**src/rtl/ftsel_pkg.sv**
```systemverilog
package ftsel_pkg;

  localparam int ST_W = 3;

  typedef enum logic [ST_W-1:0] {
    TS_IDLE       = 3'd0,
    TS_RUN        = 3'd1,
    TS_SQUASH     = 3'd2,
    TS_BLOCK      = 3'd3,
    TS_WAIT_RSP   = 3'd4,
    TS_WAIT_RETRY = 3'd5,
    TS_FILL_DONE  = 3'd6
  } thr_state_e;

  typedef enum logic [1:0] {
    SEL_SOLO = 2'd0,
    SEL_RR   = 2'd1,
    SEL_IQ   = 2'd2,
    SEL_LSQ  = 2'd3
  } sel_policy_e;

  // A thread can take the fetch slot only in these three states.
  function automatic logic state_can_fetch(logic [ST_W-1:0] s);
    return (s == TS_IDLE) || (s == TS_RUN) || (s == TS_FILL_DONE);
  endfunction

endpackage

```
**src/rtl/ftsel_elig.sv**
```systemverilog
module ftsel_elig
  import ftsel_pkg::*;
#(
  parameter int NTHR = 4
) (
  input  logic [NTHR*ST_W-1:0] status_i,
  input  logic [NTHR-1:0]      active_i,
  output logic [NTHR-1:0]      elig_o
);

  for (genvar g = 0; g < NTHR; g++) begin : g_thr
    logic [ST_W-1:0] st;
    assign st        = status_i[g*ST_W +: ST_W];
    assign elig_o[g] = active_i[g] && state_can_fetch(st);
  end

endmodule

```
**src/rtl/ftsel_occ.sv**
```systemverilog
module ftsel_occ #(
  parameter int NTHR  = 4,
  parameter int CNT_W = 6,
  parameter int TID_W = 2
) (
  input  logic [NTHR-1:0]       elig_i,
  input  logic [NTHR*CNT_W-1:0] cnt_i,
  output logic                  hit_o,
  output logic [TID_W-1:0]      tid_o
);

  logic [CNT_W-1:0] best_c;
  logic [CNT_W-1:0] cur_c;

  // Linear scan from thread 0 upward; strict less-than keeps the lower
  // thread on a tie.
  always_comb begin
    hit_o  = 1'b0;
    tid_o  = '0;
    best_c = '1;
    cur_c  = '0;
    for (int i = 0; i < NTHR; i++) begin
      cur_c = cnt_i[i*CNT_W +: CNT_W];
      if (elig_i[i] && (!hit_o || (cur_c < best_c))) begin
        hit_o  = 1'b1;
        best_c = cur_c;
        tid_o  = TID_W'(i);
      end
    end
  end

endmodule

```
**src/rtl/ftsel_rr.sv**
```systemverilog
module ftsel_rr #(
  parameter int NTHR  = 4,
  parameter int TID_W = 2
) (
  input  logic             clk,
  input  logic             rst_n,
  input  logic [NTHR-1:0]  elig_i,
  input  logic             take_en_i,
  output logic             hit_o,
  output logic [TID_W-1:0] tid_o
);

  localparam int POS_W = TID_W;

  logic [NTHR-1:0][TID_W-1:0] list_q;
  logic [NTHR-1:0][TID_W-1:0] list_d;
  logic [POS_W-1:0]           hit_pos;
  logic [NTHR-1:0]            present;

  // Head-first scan of the priority list.
  always_comb begin
    hit_o   = 1'b0;
    hit_pos = '0;
    tid_o   = '0;
    for (int i = 0; i < NTHR; i++) begin
      if (!hit_o && elig_i[list_q[i]]) begin
        hit_o   = 1'b1;
        hit_pos = POS_W'(i);
        tid_o   = list_q[i];
      end
    end
  end

  // Remove the granted entry, close the gap, append it at the tail.
  always_comb begin
    list_d = list_q;
    if (take_en_i) begin
      for (int i = 0; i < NTHR - 1; i++) begin
        if (POS_W'(i) >= hit_pos) list_d[i] = list_q[i+1];
      end
      list_d[NTHR-1] = list_q[hit_pos];
    end
  end

  always_ff @(posedge clk or negedge rst_n) begin
    if (!rst_n) begin
      for (int i = 0; i < NTHR; i++) list_q[i] <= TID_W'(i);
    end else if (take_en_i) begin
      list_q <= list_d;
    end
  end

  always_comb begin
    present = '0;
    for (int i = 0; i < NTHR; i++) present[list_q[i]] = 1'b1;
  end

  // the list remains a permutation of all thread numbers
  a_r10_list_perm: assert property (@(posedge clk) disable iff (!rst_n)
    $countones(present) == NTHR);

  // without a consumed grant the list holds
  a_r6_list_hold: assert property (@(posedge clk) disable iff (!rst_n)
    !take_en_i |=> $stable(list_q));

  // a consumed grant ends up at the tail
  a_r6_to_tail: assert property (@(posedge clk) disable iff (!rst_n)
    take_en_i |=> list_q[NTHR-1] == $past(tid_o));

endmodule

```
**src/rtl/fetch_thread_sel.sv**
```systemverilog
module fetch_thread_sel
  import ftsel_pkg::*;
#(
  parameter  int NTHR  = 4,
  parameter  int CNT_W = 6,
  localparam int TID_W = (NTHR > 1) ? $clog2(NTHR) : 1
) (
  input  logic                  clk,
  input  logic                  rst_n,
  input  logic [NTHR*ST_W-1:0]  status_i,
  input  logic [NTHR-1:0]       active_i,
  input  logic [NTHR*CNT_W-1:0] iq_cnt_i,
  input  logic [NTHR*CNT_W-1:0] lsq_cnt_i,
  input  logic [1:0]            policy_i,
  input  logic                  drain_i,
  input  logic                  take_i,
  output logic                  gnt_valid_o,
  output logic [TID_W-1:0]      gnt_tid_o
);

  sel_policy_e     pol;
  logic [NTHR-1:0] elig;

  assign pol = sel_policy_e'(policy_i);

  ftsel_elig #(.NTHR(NTHR)) u_elig (
    .status_i (status_i),
    .active_i (active_i),
    .elig_o   (elig)
  );

  if (NTHR == 1) begin : g_one
    always_comb begin
      gnt_tid_o   = '0;
      gnt_valid_o = !drain_i && ((pol == SEL_SOLO) || elig[0]);
    end
  end else begin : g_multi
    logic                   rr_hit, occ_hit, rr_take;
    logic [TID_W-1:0]       rr_tid, occ_tid;
    logic [NTHR*CNT_W-1:0]  occ_cnt;

    assign occ_cnt = (pol == SEL_LSQ) ? lsq_cnt_i : iq_cnt_i;
    assign rr_take = take_i && gnt_valid_o && (pol == SEL_RR);

    ftsel_rr #(.NTHR(NTHR), .TID_W(TID_W)) u_rr (
      .clk       (clk),
      .rst_n     (rst_n),
      .elig_i    (elig),
      .take_en_i (rr_take),
      .hit_o     (rr_hit),
      .tid_o     (rr_tid)
    );

    ftsel_occ #(.NTHR(NTHR), .CNT_W(CNT_W), .TID_W(TID_W)) u_occ (
      .elig_i (elig),
      .cnt_i  (occ_cnt),
      .hit_o  (occ_hit),
      .tid_o  (occ_tid)
    );

    always_comb begin
      unique case (pol)
        SEL_SOLO: begin gnt_valid_o = 1'b1;    gnt_tid_o = '0;      end
        SEL_RR:   begin gnt_valid_o = rr_hit;  gnt_tid_o = rr_tid;  end
        default:  begin gnt_valid_o = occ_hit; gnt_tid_o = occ_tid; end
      endcase
      if (drain_i) begin
        gnt_valid_o = 1'b0;
        gnt_tid_o   = '0;
      end
    end
  end

  // drain suppresses every grant
  a_r2_drain_quiet: assert property (@(posedge clk) disable iff (!rst_n)
    drain_i |-> !gnt_valid_o);

  // outside the thread-0 policy only eligible threads are granted
  a_r1_grant_eligible: assert property (@(posedge clk) disable iff (!rst_n)
    (gnt_valid_o && pol != SEL_SOLO) |-> elig[gnt_tid_o]);

  // nothing eligible means no grant
  a_r3_none_eligible: assert property (@(posedge clk) disable iff (!rst_n)
    (pol != SEL_SOLO && elig == '0) |-> !gnt_valid_o);

  // thread-0 policy grants thread 0 unless draining
  a_r4_solo_zero: assert property (@(posedge clk) disable iff (!rst_n)
    (pol == SEL_SOLO && !drain_i) |-> (gnt_valid_o && gnt_tid_o == '0));

endmodule

```
**config.mk**
```make
export PLATFORM = sky130hd
export DESIGN_NAME = fetch_thread_sel
export DESIGN_NICKNAME = d
export VERILOG_FILES = /design/src/rtl/ftsel_pkg.sv /design/src/rtl/ftsel_elig.sv /design/src/rtl/ftsel_occ.sv /design/src/rtl/ftsel_rr.sv /design/src/rtl/fetch_thread_sel.sv
export SDC_FILE = /design/constraint.sdc
export NUM_CORES = 1
export LEC_CHECK = 0
export ABC_AREA = 1
export BUFFER_PORTS_ARGS = -buffer_cell sky130_fd_sc_hd__buf_2
export CORE_UTILIZATION = 51
export DETAILED_ROUTE_END_ITERATION = 8
export GPL_ROUTABILITY_DRIVEN = 0
export PLACE_DENSITY_LB_ADDON = 0.2
export SLEW_MARGIN = 15
export SYNTH_ARGS = -nofsm -noshare
export SYNTH_HDL_FRONTEND = slang
export SYNTH_HIERARCHICAL = 1
export SYNTH_SLANG_ARGS = --single-unit
```
**constraint.sdc**
```tcl
create_clock -name clk -period 8.35 [get_ports clk]
set_input_delay 1.67 -clock clk [delete_from_list [all_inputs] [get_ports clk]]
set_output_delay 1.67 -clock clk [all_outputs]
set_load 0.05 [all_outputs]
```
# Word-level counts from Yosys, hierarchy flattened

Index checks and enable logic that the tools add are counted.

Bits of input ports: 70
Word-level logic and storage cells: 98
Output and inout bits: 3
Register bits: 8

Equality and inequality tests: 10
$lt $le $gt $ge: 11
Muxes and demuxes: 36
Reduce and logical (&&, ||, !) cells: 37

Operator list:

| cell                                               | count |
|---|---|
| 2-to-1 mux 24 bit                                  | 1 |
| 2-to-1 mux 2 bit                                   | 10 |
| < comparator 6 bit                                 | 3 |
| 2-to-1 mux 6 bit                                   | 3 |
| < comparator 2 x 3 -> 1 bit, second input constant | 5 |
| 2-to-1 mux 1 bit                                   | 15 |
| == test 3 x 1 -> 1 bit, second input constant      | 4 |
| == test 3 bit, second input constant               | 4 |
| logical AND 1 bit                                  | 12 |
| zero test 3 bit                                    | 4 |
| logical OR 1 bit                                   | 11 |
| binary-select mux 1 bit (select 2 bit)             | 4 |
| zero test 1 bit                                    | 6 |
| AND reduction 2 bit                                | 3 |
| binary-select mux 2 bit (select 2 bit)             | 1 |
| >= comparator 1 x 2 -> 1 bit, first input constant | 2 |
| one-hot mux 2 bit (2 select lines)                 | 1 |
| == test 2 x 1 -> 1 bit, second input constant      | 1 |
| == test 2 bit, second input constant               | 1 |
| >= comparator 2 bit, first input constant          | 1 |
| zero test 2 bit                                    | 1 |
| one-hot mux 1 bit (2 select lines)                 | 1 |

# Longest topological paths before layout

Depth in word-level cells: 22
Mapped depth: 36
Gate-level depth less buffers: 34

# Cells and area by module

Netlist, hierarchy kept.

Modules (own cells, without submodules):

| module           | area each (µm²) | sequential area each (µm²) | instances | cells each |
|---|---|---|---|---|
| ftsel_rr         | 704.4           | 205.2                      | 1         | 97 |
| ftsel_occ        | 586.8           | 0.0                        | 1         | 110 |
| fetch_thread_sel | 569.3           | 0.0                        | 1         | 97 |
| ftsel_elig       | 95.1            | 0.0                        | 1         | 24 |

# Worst setup path after synthesis

OpenSTA, ideal clock, no wires.

Path kind: input-to-output
From: input status_i[1]
To: output gnt_tid_o[0]
Arrival: 6.299 ns
Required time: 6.680 ns
Stages on the path: 35
Setup slack: 0.381 ns
Buffers on the path: 2
Cells stage by stage: inv_1 -> nand2_1 -> nand2_1 -> nor2_1 -> inv_2 -> nor2_1 -> ha_1 -> nand4_1 -> nand2_1 -> a21oi_1 -> nand2_1 -> nand2_1 -> nand2_1 -> clkbuf_1 -> o21ai_0 -> ha_1 -> a21oi_1 -> nor2_1 -> a211oi_1 -> nand2_1 -> nand2_2 -> nand2_2 -> buf_2 -> nand2_1 -> o21ai_0 -> ha_1 -> a21oi_1 -> nor2_1 -> a211oi_1 -> nand2_1 -> nand2_1 -> nand2_1 -> nand2_1 -> nand2_1 -> a21oi_1

Longest elaborated chain between the ends: 19
Elaborated cells between the ends (all ways): 50
Classes of those cells: order compare: 3; eq/ne: 2; mux: 26; reduce/logical: 19

Ends and longest elaborated chain:

| element                                                          | line                   | text |
|---|---|---|
| start: declaration                                               | fetch_thread_sel.sv:10 | `input logic [NTHR*ST_W-1:0] status_i,` |
| == test 3 x 1 -> 1 bit / zero test 3 bit (equally long branches) | ftsel_pkg.sv:24        | `return (s == TS_IDLE) \|\| (s == TS_RUN) \|\| (s == TS_FILL_DONE);` |
| logical OR 1 bit                                                 | ftsel_pkg.sv:24        |  |
| logical OR 1 bit (*)                                             | ftsel_pkg.sv:24        |  |
| logical AND 1 bit (*)                                            | ftsel_elig.sv:14       | `assign elig_o[g] = active_i[g] && state_can_fetch(st);` |
| via elig[0]                                                      | fetch_thread_sel.sv:22 | `logic [NTHR-1:0] elig;` |
| 2-to-1 mux 6 bit / 2-to-1 mux 1 bit (equally long branches)      | ftsel_occ.sv:24        | `if (elig_i[i] && (!hit_o \|\| (cur_c < best_c))) begin` |
| < comparator 6 bit / zero test 1 bit (equally long branches)     | ftsel_occ.sv:24        |  |
| logical OR 1 bit                                                 | ftsel_occ.sv:24        |  |
| [... 5 more ...]                                                 | -                      |  |
| 2-to-1 mux 6 bit / 2-to-1 mux 1 bit (equally long branches)      | ftsel_occ.sv:24        |  |
| < comparator 6 bit / zero test 1 bit (equally long branches)     | ftsel_occ.sv:24        |  |
| logical OR 1 bit                                                 | ftsel_occ.sv:24        |  |
| logical AND 1 bit                                                | ftsel_occ.sv:24        |  |
| 2-to-1 mux 2 bit (*)                                             | ftsel_occ.sv:24        |  |
| via g_multi.occ_tid[0]                                           | fetch_thread_sel.sv:39 | `logic [TID_W-1:0] rr_tid, occ_tid;` |
| one-hot mux 2 bit (2 select lines) (*)                           | fetch_thread_sel.sv:62 | `unique case (pol)` |
| 2-to-1 mux 2 bit (*)                                             | fetch_thread_sel.sv:67 | `if (drain_i) begin` |
| end: declaration                                                 | fetch_thread_sel.sv:18 | `output logic [TID_W-1:0] gnt_tid_o` |

The timed path passes the listed nets; every way through them passes the cells marked *. The select of a mux whose other input is x is not followed.

# Worst setup path after layout

From: input policy_i[1]
To: output gnt_tid_o[0]

Longest elaborated chain between the ends: 17
Elaborated cells between the ends (all ways): 25
Classes of those cells: order compare: 3; eq/ne: 2; mux: 11; reduce/logical: 9

Ends and longest elaborated chain:

| element                                                      | line                   | text |
|---|---|---|
| start: declaration                                           | fetch_thread_sel.sv:14 | `input logic [1:0] policy_i,` |
| == test 2 bit (*)                                            | fetch_thread_sel.sv:42 | `assign occ_cnt = (pol == SEL_LSQ) ? lsq_cnt_i : iq_cnt_i;` |
| 2-to-1 mux 24 bit (*)                                        | fetch_thread_sel.sv:42 |  |
| via g_multi.occ_cnt[3]                                       | fetch_thread_sel.sv:40 | `logic [NTHR*CNT_W-1:0] occ_cnt;` |
| 2-to-1 mux 6 bit (*)                                         | ftsel_occ.sv:24        |  |
| < comparator 6 bit                                           | ftsel_occ.sv:24        |  |
| logical OR 1 bit                                             | ftsel_occ.sv:24        |  |
| logical AND 1 bit                                            | ftsel_occ.sv:24        |  |
| 2-to-1 mux 6 bit / 2-to-1 mux 1 bit (equally long branches)  | ftsel_occ.sv:24        |  |
| [... 3 more ...]                                             | -                      |  |
| 2-to-1 mux 6 bit / 2-to-1 mux 1 bit (equally long branches)  | ftsel_occ.sv:24        |  |
| < comparator 6 bit / zero test 1 bit (equally long branches) | ftsel_occ.sv:24        |  |
| logical OR 1 bit                                             | ftsel_occ.sv:24        |  |
| logical AND 1 bit                                            | ftsel_occ.sv:24        |  |
| 2-to-1 mux 2 bit (*)                                         | ftsel_occ.sv:24        |  |
| via g_multi.occ_tid[0]                                       | fetch_thread_sel.sv:39 |  |
| one-hot mux 2 bit (2 select lines) (*)                       | fetch_thread_sel.sv:62 |  |
| 2-to-1 mux 2 bit (*)                                         | fetch_thread_sel.sv:67 |  |

The timed path passes the listed nets; every way through them passes the cells marked *.

==> qor.txt <==
================================================================================
Endpoint type of the worst setup path                                output port
N_diodes                                                                       0
DR vias                                                                    2,201
Core Box Area                                                        0.00366 mm2
Vias per std cell                                                           4.95
Final ANT Viol Nets                                                            0
Fraction of final layout cells with drive strength greater than 1          35.8%
Via count of the first global-routing pass                                 1,981
Clock H-tree levels                                                            1
Iteration count of the initial detailed-routing pass                           4
Register bit total from synthesis                                              8
Xor-xnor portion of the synthesized cell area                                 0%
Number of hold violations in the final report                                  0
Number of buffers inserted by hold repair at cts                               0
Highest-delay cell along the critical path                          sky130_fd_sc_hd__o21ai_0
Maximum number of pins on one net before global-route repair                  25
Count of different cell masters after synthesis                               32
Buffers on Ports                                                              72
Non-filler cells, final                                                      445
Cell area after layout                                               0.00236 mm2
Reg clk slew, reported paths                                               40 ps
Complex-gate fraction of the synthesized area                              11.1%
DIE AREA                                                             0.00409 mm2
Cell count after placement                                                   441
Leading cell types in the layout, fill and taps excluded            sky130_fd_sc_hd__nand2_1 (134), sky130_fd_sc_hd__buf_2 (70), sky130_fd_sc_hd__inv_1 (32), sky130_fd_sc_hd__nand3_2 (27), sky130_fd_sc_hd__nor2_1 (17)
Worst hold slack                                                          509 ps
Simple logic cell fraction of the synthesized area                         57.0%
Yosys top cell by area                                              sky130_fd_sc_hd__nand2_1
Startpoint type of the worst setup path                               input port
Final cycle utilization of the critical path                               94.0%
Required time reported for the critical path endpoint                    6680 ps
IO Count                                                                      73
Placement Rows                                                                22
Wire per inst                                                            10.3 um
Setup violation total in the final timing report                               0
Transition time of the tightest slew-check pin                            521 ps
Area growth from synthesis to layout                                       20.5%
Max-slew headroom                                                          65.2%
Cell area reported after detailed placement                          0.00231 mm2
Initial detailed-routing violation count                                     108
Half-perimeter wire length after placement                               3860 um
Crit path arrival time                                                   6180 ps
Kind of critical path                                               input port to output port
Register-to-Register Setup Slack                                         6440 ps
Total congestion overflow                                                      0
Fraction of the mapped netlist area in adder cells                         8.32%
Height of the die                                                        63.9 um
Clock latency on the worst-skew pair                                      230 ps
Worst-path maximum fanout                                                     24
Critical path buffers and inverters                                            2
Fraction of post-synthesis cell area in the top cell type by area          25.7%
TritonCTS clock tree                                                         yes
Post-Synthesis Cells                                                         328
Initial cell density of the core                                           53.4%
Final total negative setup slack                                            0 ps
Most area-consuming cells after synthesis                           sky130_fd_sc_hd__nand2_1 (26%), sky130_fd_sc_hd__nand3_2 (14%), sky130_fd_sc_hd__ha_1 (8.3%), sky130_fd_sc_hd__inv_1 (6.1%), sky130_fd_sc_hd__dfstp_2 (5.4%)
Worst IR Drop VDD                                                       0.166 mV
Total wire length after detailed routing                                 4600 um
Number of buffers created by CTS                                               3
Library cell used as clock root buffer                              sky130_fd_sc_hd__clkbuf_8
Dominant cell type by count on the critical path                    sky130_fd_sc_hd__nand2_1
Number of max-slew violations in the final report                              0
Delay of the slowest cell on the worst path                               320 ps
Pwr/cell area                                                         165 mW/mm2
Maximum capacitance violations                                                 0
Mapped Nets                                                                  411
Yosys warns                                                                    6
Die X-Extent                                                             63.9 um
Run status                                                          finished clean
Unrepaired setup endpoints after global routing                               no
Final nets                                                                   481
Worst clock skew                                                        0.260 ps
DRC violation count after routing                                              0
Wire length of the first global-routing pass                             8090 um
Time the worst path needs with I/O delays and setup                      7850 ps
Kind of cell adding the most delay to the critical path             simple AND/OR/NAND/NOR gates
Hold/Removal Path Class                                             flop to flop
Initial antenna violation count                                                0
Commonest non-fill, non-tap cell in the layout                      sky130_fd_sc_hd__nand2_1
Post-Syn Area per Cell                                                  5.96 um2
Buffer levels on the longest clock path                                        2
Maximum clock rate                                                     0.127 GHz
Largest family of logic cells by synthesized area                   simple AND/OR/NAND/NOR gates
Multiplexer area fraction after synthesis                                     0%
Proportion of synthesized chip area in sequential cells                    10.5%
Mapped Area                                                          0.00196 mm2
Number of clock sinks seen by CTS                                              8
Leakage component of the power                                           1.36 nW
All-Layer GR Usage                                                         24.1%
================================================================================
[Yosys cell counts]
| library cell | instances |
|---|---|
| sky130_fd_sc_hd__inv_2 | 10 |
| sky130_fd_sc_hd__o21ai_4 | 1 |
| sky130_fd_sc_hd__inv_4 | 1 |
| sky130_fd_sc_hd__nand3_2 | 27 |
| sky130_fd_sc_hd__buf_12 | 2 |
| sky130_fd_sc_hd__nand4_1 | 2 |
| sky130_fd_sc_hd__o21ai_0 | 15 |
| sky130_fd_sc_hd__nand2_4 | 5 |
| sky130_fd_sc_hd__ha_1 | 13 |
| sky130_fd_sc_hd__buf_2 | 3 |
| sky130_fd_sc_hd__buf_4 | 3 |
| sky130_fd_sc_hd__nor2_4 | 4 |
| sky130_fd_sc_hd__a21oi_2 | 1 |
| sky130_fd_sc_hd__a211oi_1 | 2 |
| sky130_fd_sc_hd__dfrtp_1 | 4 |
| sky130_fd_sc_hd__nand4_4 | 1 |
| sky130_fd_sc_hd__a31oi_1 | 1 |
| sky130_fd_sc_hd__nand2_2 | 7 |
| sky130_fd_sc_hd__nor2_1 | 17 |
| sky130_fd_sc_hd__nand3_1 | 15 |
| sky130_fd_sc_hd__clkbuf_1 | 1 |
| sky130_fd_sc_hd__a22oi_1 | 1 |
| sky130_fd_sc_hd__dfstp_2 | 4 |
| sky130_fd_sc_hd__a21oi_1 | 13 |
| sky130_fd_sc_hd__o21ai_1 | 3 |
| sky130_fd_sc_hd__buf_6 | 1 |
| sky130_fd_sc_hd__nand2_1 | 134 |
| sky130_fd_sc_hd__or2_2 | 2 |
| sky130_fd_sc_hd__o21bai_1 | 1 |
| sky130_fd_sc_hd__nor3_1 | 1 |
| sky130_fd_sc_hd__inv_1 | 32 |
| sky130_fd_sc_hd__nor2_2 | 1 |
[through the flow]
stage | util [%] | total power [mW] | setup WS, ps
floorplan | - | 0.284 | 381
global placement | 63.0 | 0.334 | 446
detailed placement | 63.0 | 0.340 | 319
CTS | 64.2 | 0.391 | 291
global route | 64.4 | 0.432 | 7.13
finish | 64.4 | 0.389 | 503
[repair_timing]
item | 4_1_cts | 5_1_grt
hold endpoints to repair | 0 | 0
setup endpoints to repair | 0 | 2
buffers inserted | 0 | 0
gates resized for setup | 0 | 4
[routing by layer]
layer	GRT usage [%]	wire length [um]	part of all wire, %
met1	35.2	2350	51
met2	39.2	1970	43
met3	1.61	274	6.0
met4	3.41	0	0
met5	0	0	0
[kinds of logic after synthesis]
logic type / count (synthesis)
AO/OA/AOI/OAI: 38
adder cells (fa/ha/maj): 13
buffers and inverters: 53
flip-flops: 8
AND/OR/NAND/NOR: 216
[layout make-up]
class | instances | area [um2]
timing repair buffer | 75 | 388
tap | 48 | 60.1
multi-input combinational | 267 | 1490
inverter | 43 | 164
fill | 377 | 1310
sequential | 8 | 205
clock buffer | 4 | 45.0
[worst register-to-register path, stage by stage, from the launching register on]
cell                      delay [ps]
sky130_fd_sc_hd__dfstp_2         580
sky130_fd_sc_hd__nand2_1          80
sky130_fd_sc_hd__nand3_2         110
sky130_fd_sc_hd__nand2_4          90
sky130_fd_sc_hd__inv_2            70
sky130_fd_sc_hd__nor2_4           40
sky130_fd_sc_hd__nand4_1          70
sky130_fd_sc_hd__inv_1            40
sky130_fd_sc_hd__nand2_1          50
sky130_fd_sc_hd__nand2_1          70
sky130_fd_sc_hd__nor2_2          260
sky130_fd_sc_hd__nand2_4         120
sky130_fd_sc_hd__o21ai_0         220
[worst paths after layout]
path	from	endpoint	cells past startpoint
worst max-delay path	policy_i[1]	gnt_tid_o[0]	32
worst min-delay path	flop	flop	2
worst max register to register	g_multi.u_rr/list_q[2]	g_multi.u_rr/list_q[4]	12
worst min register to register	flop	flop	2
max in group asynchronous	rst_n	g_multi.u_rr/list_q[2]	1
min in group asynchronous	rst_n	g_multi.u_rr/list_q[4]	1
[power breakdown]
| part | switching, mW | total [mW] | internal (mW) |
|---|---|---|---|
| logic | 0.167 | 0.262 | 0.0950 |
| clock network | 0.0148 | 0.0479 | 0.0330 |
| registers | 0.0194 | 0.0795 | 0.0601 |
Power figures use the tool's default switching activity.
